==> src/rtl/addsub_ovf_unit.sv <==
module addsub_ovf_unit #(
  parameter int XLEN = 64,
  parameter int RAW  = 5
) (
  input  logic            clk,
  input  logic            rst_n,
  input  logic            op_vld,
  input  logic [9:0]      op_xo,
  input  logic            op_imm_form,
  input  logic [15:0]     op_imm,
  input  logic            op_mode64,
  input  logic [RAW-1:0]  op_rd,
  input  logic [XLEN-1:0] op_a,
  input  logic [XLEN-1:0] op_b,
  output logic            res_vld,
  output logic [RAW-1:0]  res_rd,
  output logic [XLEN-1:0] res_data,
  output logic            xer_ca,
  output logic            xer_ov,
  output logic            xer_so
);
  localparam int HALF = XLEN / 2;
  localparam logic [8:0] X_SUBFC  = 9'd8;
  localparam logic [8:0] X_ADDC   = 9'd10;
  localparam logic [8:0] X_SUBF   = 9'd40;
  localparam logic [8:0] X_NEG    = 9'd104;
  localparam logic [8:0] X_SUBFE  = 9'd136;
  localparam logic [8:0] X_ADDE   = 9'd138;
  localparam logic [8:0] X_SUBFZE = 9'd200;
  localparam logic [8:0] X_ADDZE  = 9'd202;
  localparam logic [8:0] X_SUBFME = 9'd232;
  localparam logic [8:0] X_ADDME  = 9'd234;
  localparam logic [8:0] X_ADD    = 9'd266;

  typedef enum logic [1:0] {B_REG, B_ZERO, B_ONES, B_IMM} bsel_t;
  typedef enum logic [1:0] {C_ZERO, C_ONE, C_CA} csel_t;

  logic       known, inv_a, wr_ca, is_neg;
  bsel_t      bsel;
  csel_t      csel;
  logic [8:0] base;

  assign base = op_xo[8:0];

  always_comb begin
    known  = 1'b0;
    inv_a  = 1'b0;
    wr_ca  = 1'b0;
    is_neg = 1'b0;
    bsel   = B_REG;
    csel   = C_ZERO;
    if (op_imm_form) begin
      unique case (base)
        X_ADDC:  begin known = 1'b1; bsel = B_IMM; wr_ca = 1'b1; end
        X_SUBFC: begin known = 1'b1; inv_a = 1'b1; bsel = B_IMM; csel = C_ONE; wr_ca = 1'b1; end
        default: ;
      endcase
    end else begin
      unique case (base)
        X_ADD:    known = 1'b1;
        X_ADDC:   begin known = 1'b1; wr_ca = 1'b1; end
        X_ADDE:   begin known = 1'b1; wr_ca = 1'b1; csel = C_CA; end
        X_ADDZE:  begin known = 1'b1; wr_ca = 1'b1; csel = C_CA; bsel = B_ZERO; end
        X_ADDME:  begin known = 1'b1; wr_ca = 1'b1; csel = C_CA; bsel = B_ONES; end
        X_SUBF:   begin known = 1'b1; inv_a = 1'b1; csel = C_ONE; end
        X_SUBFC:  begin known = 1'b1; inv_a = 1'b1; csel = C_ONE; wr_ca = 1'b1; end
        X_SUBFE:  begin known = 1'b1; inv_a = 1'b1; csel = C_CA; wr_ca = 1'b1; end
        X_SUBFZE: begin known = 1'b1; inv_a = 1'b1; csel = C_CA; wr_ca = 1'b1; bsel = B_ZERO; end
        X_SUBFME: begin known = 1'b1; inv_a = 1'b1; csel = C_CA; wr_ca = 1'b1; bsel = B_ONES; end
        X_NEG:    begin known = 1'b1; inv_a = 1'b1; csel = C_ONE; bsel = B_ZERO; is_neg = 1'b1; end
        default: ;
      endcase
    end
  end

  logic [XLEN-1:0] opnd1, opnd2, res;
  logic            cin, oe_eff, carry, ovf, ovf_sum, neg_min;
  logic            s1, s2, sr;
  logic [XLEN:0]   sum_full;

  assign oe_eff = op_xo[9] & ~op_imm_form;
  assign opnd1  = inv_a ? ~op_a : op_a;

  always_comb begin
    unique case (bsel)
      B_REG:   opnd2 = op_b;
      B_ZERO:  opnd2 = '0;
      B_ONES:  opnd2 = '1;
      default: opnd2 = {{(XLEN-16){op_imm[15]}}, op_imm};
    endcase
    unique case (csel)
      C_ZERO:  cin = 1'b0;
      C_ONE:   cin = 1'b1;
      default: cin = xer_ca;
    endcase
  end

  assign sum_full = {1'b0, opnd1} + {1'b0, opnd2} + {{XLEN{1'b0}}, cin};
  assign res      = sum_full[XLEN-1:0];
  assign carry    = op_mode64 ? sum_full[XLEN]
                              : (sum_full[HALF] ^ opnd1[HALF] ^ opnd2[HALF]);
  assign s1       = op_mode64 ? opnd1[XLEN-1] : opnd1[HALF-1];
  assign s2       = op_mode64 ? opnd2[XLEN-1] : opnd2[HALF-1];
  assign sr       = op_mode64 ? res[XLEN-1]   : res[HALF-1];
  assign ovf_sum  = (s1 == s2) && (sr != s1);
  assign neg_min  = op_mode64 ? (res == {1'b1, {(XLEN-1){1'b0}}})
                              : (res[HALF-1:0] == {1'b1, {(HALF-1){1'b0}}});
  assign ovf      = is_neg ? neg_min : ovf_sum;

  always_ff @(posedge clk) begin
    if (!rst_n) begin
      res_vld  <= 1'b0;
      res_rd   <= '0;
      res_data <= '0;
      xer_ca   <= 1'b0;
      xer_ov   <= 1'b0;
      xer_so   <= 1'b0;
    end else begin
      res_vld <= op_vld && known;
      if (op_vld && known) begin
        res_rd   <= op_rd;
        res_data <= res;
        if (wr_ca)  xer_ca <= carry;
        if (oe_eff) begin
          xer_ov <= ovf;
          xer_so <= xer_so | ovf;
        end
      end
    end
  end

  AST_RESULT_NEEDS_ISSUE: assert property (@(posedge clk) disable iff (!rst_n)
    res_vld |-> $past(op_vld));
  AST_SO_STICKY: assert property (@(posedge clk) disable iff (!rst_n)
    xer_so |=> xer_so);
  AST_OV_WITH_SO: assert property (@(posedge clk) disable iff (!rst_n)
    xer_ov |-> xer_so);
  AST_NO_OE_KEEPS_OV: assert property (@(posedge clk) disable iff (!rst_n)
    (op_vld && !op_xo[9]) |=> ($stable(xer_ov) && $stable(xer_so)));
  AST_IMM_KEEPS_OV: assert property (@(posedge clk) disable iff (!rst_n)
    (op_vld && op_imm_form) |=> ($stable(xer_ov) && $stable(xer_so)));
  AST_IDLE_HOLDS_FLAGS: assert property (@(posedge clk) disable iff (!rst_n)
    !op_vld |=> ($stable(xer_ca) && $stable(xer_ov) && $stable(xer_so) && !res_vld));
endmodule

==> config.mk <==
export PLATFORM = sky130hd
export DESIGN_NAME = addsub_ovf_unit
export DESIGN_NICKNAME = d
export VERILOG_FILES = /design/src/rtl/addsub_ovf_unit.sv
export SDC_FILE = /design/constraint.sdc
export NUM_CORES = 1
export LEC_CHECK = 0
export CAP_MARGIN = 20
export CORE_MARGIN = 2
export CORE_UTILIZATION = 30
export CTS_CLUSTER_DIAMETER = 80
export DETAILED_ROUTE_END_ITERATION = 16
export HOLD_SLACK_MARGIN = 0.05
export PLACE_DENSITY = 0.52
export RECOVER_POWER = 100
export SLEW_MARGIN = 40
export SYNTH_ARGS = -nofsm -noshare
export SYNTH_HDL_FRONTEND = slang
export SYNTH_SLANG_ARGS = --single-unit
==> constraint.sdc <==
create_clock -name clk -period 8.5 [get_ports clk]
set_input_delay 1.7 -clock clk [delete_from_list [all_inputs] [get_ports clk]]
set_output_delay 1.7 -clock clk [all_outputs]
set_load 0.05 [all_outputs]
# --- Word-level counts from Yosys, hierarchy flattened ---
# Cells that the tools add are included.
op_classes:
  n_addsub: 2
  n_eq_ne: 18
  mux: 25
  bitwise_logic: 6
  n_reduce_logical: 14
ops:
  columns: ["cell", "count"]
  rows:
  - ["one-hot mux 64 bit (3 select lines)", 1]
  - ["adder 64 x 64 -> 65 bit", 1]
  - ["adder 65 x 1 -> 65 bit", 1]
  - ["== test 64 bit (second input constant)", 1]
  - ["2-to-1 mux 64 bit", 1]
  - ["inverter 64 bit", 1]
  - ["== test 9 x 8 -> 1 bit (second input constant)", 6]
  - ["== test 32 bit (second input constant)", 1]
  - ["== test 9 x 4 -> 1 bit (second input constant)", 2]
  - ["2-to-1 mux 1 bit", 17]
  - ["OR reduction 6 bit", 2]
  - ["OR reduction 11 bit", 1]
  - ["== test 9 x 6 -> 1 bit (second input constant)", 1]
  - ["== test 9 x 7 -> 1 bit (second input constant)", 1]
  - ["== test 9 bit (second input constant)", 1]
  - ["one-hot mux 2 bit (2 select lines)", 2]
  - ["OR reduction 8 bit", 1]
  - ["2-to-1 mux 2 bit", 3]
  - ["OR reduction 3 bit", 2]
  - ["== test 2 x 1 -> 1 bit (second input constant)", 2]
  - ["zero test 2 bit", 2]
  - ["AND reduction 2 bit", 2]
  - ["OR reduction 2 bit", 2]
  - ["== test 2 bit (second input constant)", 1]
  - ["other kinds (8)", 10]
word_totals:
  reg_bits: 73
  out_inout_bits: 73

# --- Longest topological paths before layout ---
logic_depth:
  ltp_word: 13
  depth_mapped: 21
  mapped_depth_nobuf: 19

# --- Least setup slack after synthesis ---
# Ideal clock, no wire load.
synth_path:
  path_kind: "input port to flip-flop"
  start: "in op_xo[2]"
  end: "reg xer_ov"
  setup_time_ns: 0.060
  arrival_time_ns: 6.367
  required_time_ns: 8.440
  slack_ns: 2.073
  cell_stages: 20
  path_buffers: 3
  cell_sequence: "or4b_1 nor2_1 nand4b_1 nor2_1 clkbuf_1 buf_1 nor2_1 ha_1 clkdlybuf4s15_1 nand2_1 o21a_1 o21ai_0 nand4b_1 a2111oi_0 a41oi_1 a2111o_1 nor3_2 nand4_1 or4_1 nand2_1"
synth_via:
  elab_chain_len: 12
  elab_cells_between_ends: 54
  cone_classes: "2 x add/sub; 18 x eq/ne; 22 x mux; 12 x reduce/logical"
synth_rtl:
  columns: ["element", "line_no", "source"]
  rows:
  - ["start: declaration", "8", "input logic [9:0] op_xo,"]
  - ["parallel branches: the longest is 12 deep, another holds adder 64 x 64 -> 65 bit", null, null]
  - ["end signal: assignment", "125", "xer_ov <= ovf;"]
  - ["end: declaration", "19", "output logic xer_ov,"]
# Parallel ways; which one is timed is not known.
# A chain may end at the register's enable or synchronous reset.

# --- Worst setup path in the final report ---
layout_path:
  start: "in op_xo[4]"
  end: "reg xer_ov"
# Same word-level chain as after synthesis.

==> flow_metrics.env <==
export IMPL_synth_distinct_cells=82
export IMPL_dp_slack_ps=817
export IMPL_r2r_slack_ps=3770
export IMPL_synth_area_leaders="dfxtp_1, xnor2_1, a21oi_1"
export IMPL_fin_hold_ws_ps=459
export IMPL_drc=0
export IMPL_layout_nets=1719
export IMPL_startpoint_type="primary input"
export IMPL_cts_buffers=9
export IMPL_ant_nets=0
export IMPL_placed_cell_area_sq_um=11700
export IMPL_viasPerCell=5.45
export IMPL_ys_seq_area_share_pct=16.1
export IMPL_power_density_nw_per_um2=132
export IMPL_track_usage_pct=22.8
export IMPL_async_flop_share_pct=0
export IMPL_final_hold_viol_count=0
export IMPL_antenna_found_initial=0
export IMPL_drive_above_1_share_pct=3.48
export IMPL_grt_max_degree=77
export IMPL_synthesis_instances=1324
export IMPL_tightest_slew_ps=2330
export IMPL_clockBufferDepth=2
export IMPL_globalplace_congestion=0.938
export IMPL_yosys_warnings=0
export IMPL_rsz0062_at_grt="no"
export IMPL_fin_crit_sh_pct=91.3
export IMPL_setup_slack_ps=741
export IMPL_critPathArrivalTime_ps=8040
export IMPL_syn2layout_area_growth_pct=32.0
export IMPL_total_power_uw=1590
export IMPL_grt_pass1_wl_um=56500
export IMPL_end_kind="flop"
export IMPL_io_pins=237
export IMPL_overflow=0
export IMPL_violations="capacitance limit, slew limit"
export IMPL_grt_pass1_vias=9920
export IMPL_netlist_area_sq_um=9100
export IMPL_wl_um=37000
export IMPL_vias=10265
export IMPL_clk_pin_slew_ps=60
export IMPL_hpwl_um=30500
export IMPL_relSlewSlack_pct=-55.0
export IMPL_power_leakage_uw=0.00471
export IMPL_cts_tree="done"
export IMPL_post_cts_buffers=0
export IMPL_synth_top_area_share_pct=16.1
export IMPL_hp_class="flop to flop"
export IMPL_ys_ff_latch=73
export IMPL_cts_root_buf="clkbuf_16"
export IMPL_die_w_um=178
export IMPL_synth_edf_count=0
export IMPL_yosys_area_top_type="dfxtp_1"
export IMPL_fmax_mhz=129
export IMPL_portBuffers=236
export IMPL_cts_resized_gates=0
export IMPL_drt_first_pass_iters=7
export IMPL_fin_crit_ps=7760
export IMPL_h_tree_depth=3
export IMPL_insertedDiodeCount=0
export IMPL_n_fill_cell=3166
export IMPL_setup_violations=0
export IMPL_fin_skew_ps=4.40
export IMPL_dr_first_iter_drc_count=799
export IMPL_required_ps=8780
export IMPL_synthTopCellsByCount="nand2_1, a21oi_1, nor2_1"
export IMPL_routedWlPerCell_um=19.6
export IMPL_slew_violations=62
export IMPL_synth_fp_nets=1553
export IMPL_worst_path_max_fanout=64
export IMPL_syn_area_per_cell_sq_um=6.87
export IMPL_finalSetupTns_ps=0
export IMPL_initial_utilization_pct=30.6
export IMPL_clkLatencyLatePin_ps=340
export IMPL_final_area_sq_um=12000
export IMPL_critPathKind="primary input to flop"
export IMPL_synth_top_flop_cell="dfxtp_1"
export IMPL_die_area_sq_um=31700
export IMPL_yosysMostFrequentCell="nand2_1"
export IMPL_rows=63
export IMPL_design_core_area_sq_um=29700
export IMPL_vdd_drop_max_mv=0.0987
export IMPL_cts_hold_buf=0
export IMPL_die_h_um=178
export IMPL_status="finished with violations"
export IMPL_cts_sinks=73
export IMPL_max_cap_violations=2
[state kept, by name (all words and copies together) (netlist names)]
signal,cells
res_data,64
xer_ov,1
res_vld,1
xer_ca,1
xer_so,1
res_rd,5
[power breakdown]
part           leakage (uW)  internal [uW]  switching (uW)
logic               0.00394            287             482
registers          0.000593            360            9.50
clock network      0.000171            290             157
total               0.00471            937             649
[worst paths after layout]
path / startpoint / endpoint / cells after the start
worst max register to register: xer_ca$_SDFFE_PN0P_ / xer_ov$_SDFFE_PN0P_ / 14
worst min register to register: res_data[6]$_SDFFE_PN0P_ / res_data[6]$_SDFFE_PN0P_ / 2
worst max-delay path: op_xo[4] / xer_ov$_SDFFE_PN0P_ / 19
worst min-delay path: res_data[6]$_SDFFE_PN0P_ / res_data[6]$_SDFFE_PN0P_ / 2
[critical path: stages]
cell and delay, ps:
dlygate4sd3_1 540, or4b_1 600, nor2_1 470, nand4_1 250
buf_12 300, xnor2_1 180, buf_4 180, ha_1 280
nor2b_1 150, o2111a_1 310, o21ai_0 770, and2_0 310
xnor2_1 140, or3_1 400, or4_4 560, nor3_2 230
nand4b_1 110, or4_1 440, nand2_1 80
[layout by cell type, fill, tap and decap left out, types with 14 or more instances in the layout]
cell             instances
nand2_1                186
clkdlybuf4s50_1        161
a21oi_1                160
nor2_1                 151
xnor2_1                 92
o21ai_0                 78
dlygate4sd3_1           74
dfxtp_1                 73
ha_1                    63
a21boi_0                48
nand4_1                 36
xor2_1                  28
a21o_1                  23
nor3_1                  21
nand3_1                 19
and2_1                  14
[per-stage QoR]
step	cells	utilization (%)
final	1885	40.4
after global routing	1885	40.4
after CTS	1885	40.5
after detailed placement	1869	39.4
after global placement	1869	39.4
after floorplan	1324	-
[per-layer routing]
| metal | up-vias | track usage (%) | share of wire (%) |
|---|---|---|---|
| met5 | - | 0 | 0 |
| met4 | 0 | 4.20 | 1.2 |
| met3 | 24 | 2.98 | 6.6 |
| met2 | 334 | 34.2 | 41 |
| met1 | 4828 | 34.6 | 51 |
| li1 | 5079 | - | - |
[cells by family after synthesis]
kind of cell | after synthesis | share of synthesized area (%)
simple gates | 520 | 27.0
mux | 9 | 1.03
buf+inv | 108 | 5.14
compound gates | 429 | 30.1
fa+ha+maj | 65 | 9.10
xor+xnor | 120 | 11.5
flops | 73 | 16.1
[final cells by class]
class	count	area, sq um	share of cell area, %
Clock buffer	9	225	1.88
Clock inverter	7	125	1.04
Inverter	12	45.0	0.375
Multi-Input combinational cell	1143	7180	59.8
Sequential cell	73	1460	12.2
Tap cell	390	488	4.06
Timing Repair Buffer	251	2480	20.7
Power figures use the tool's default switching activity.
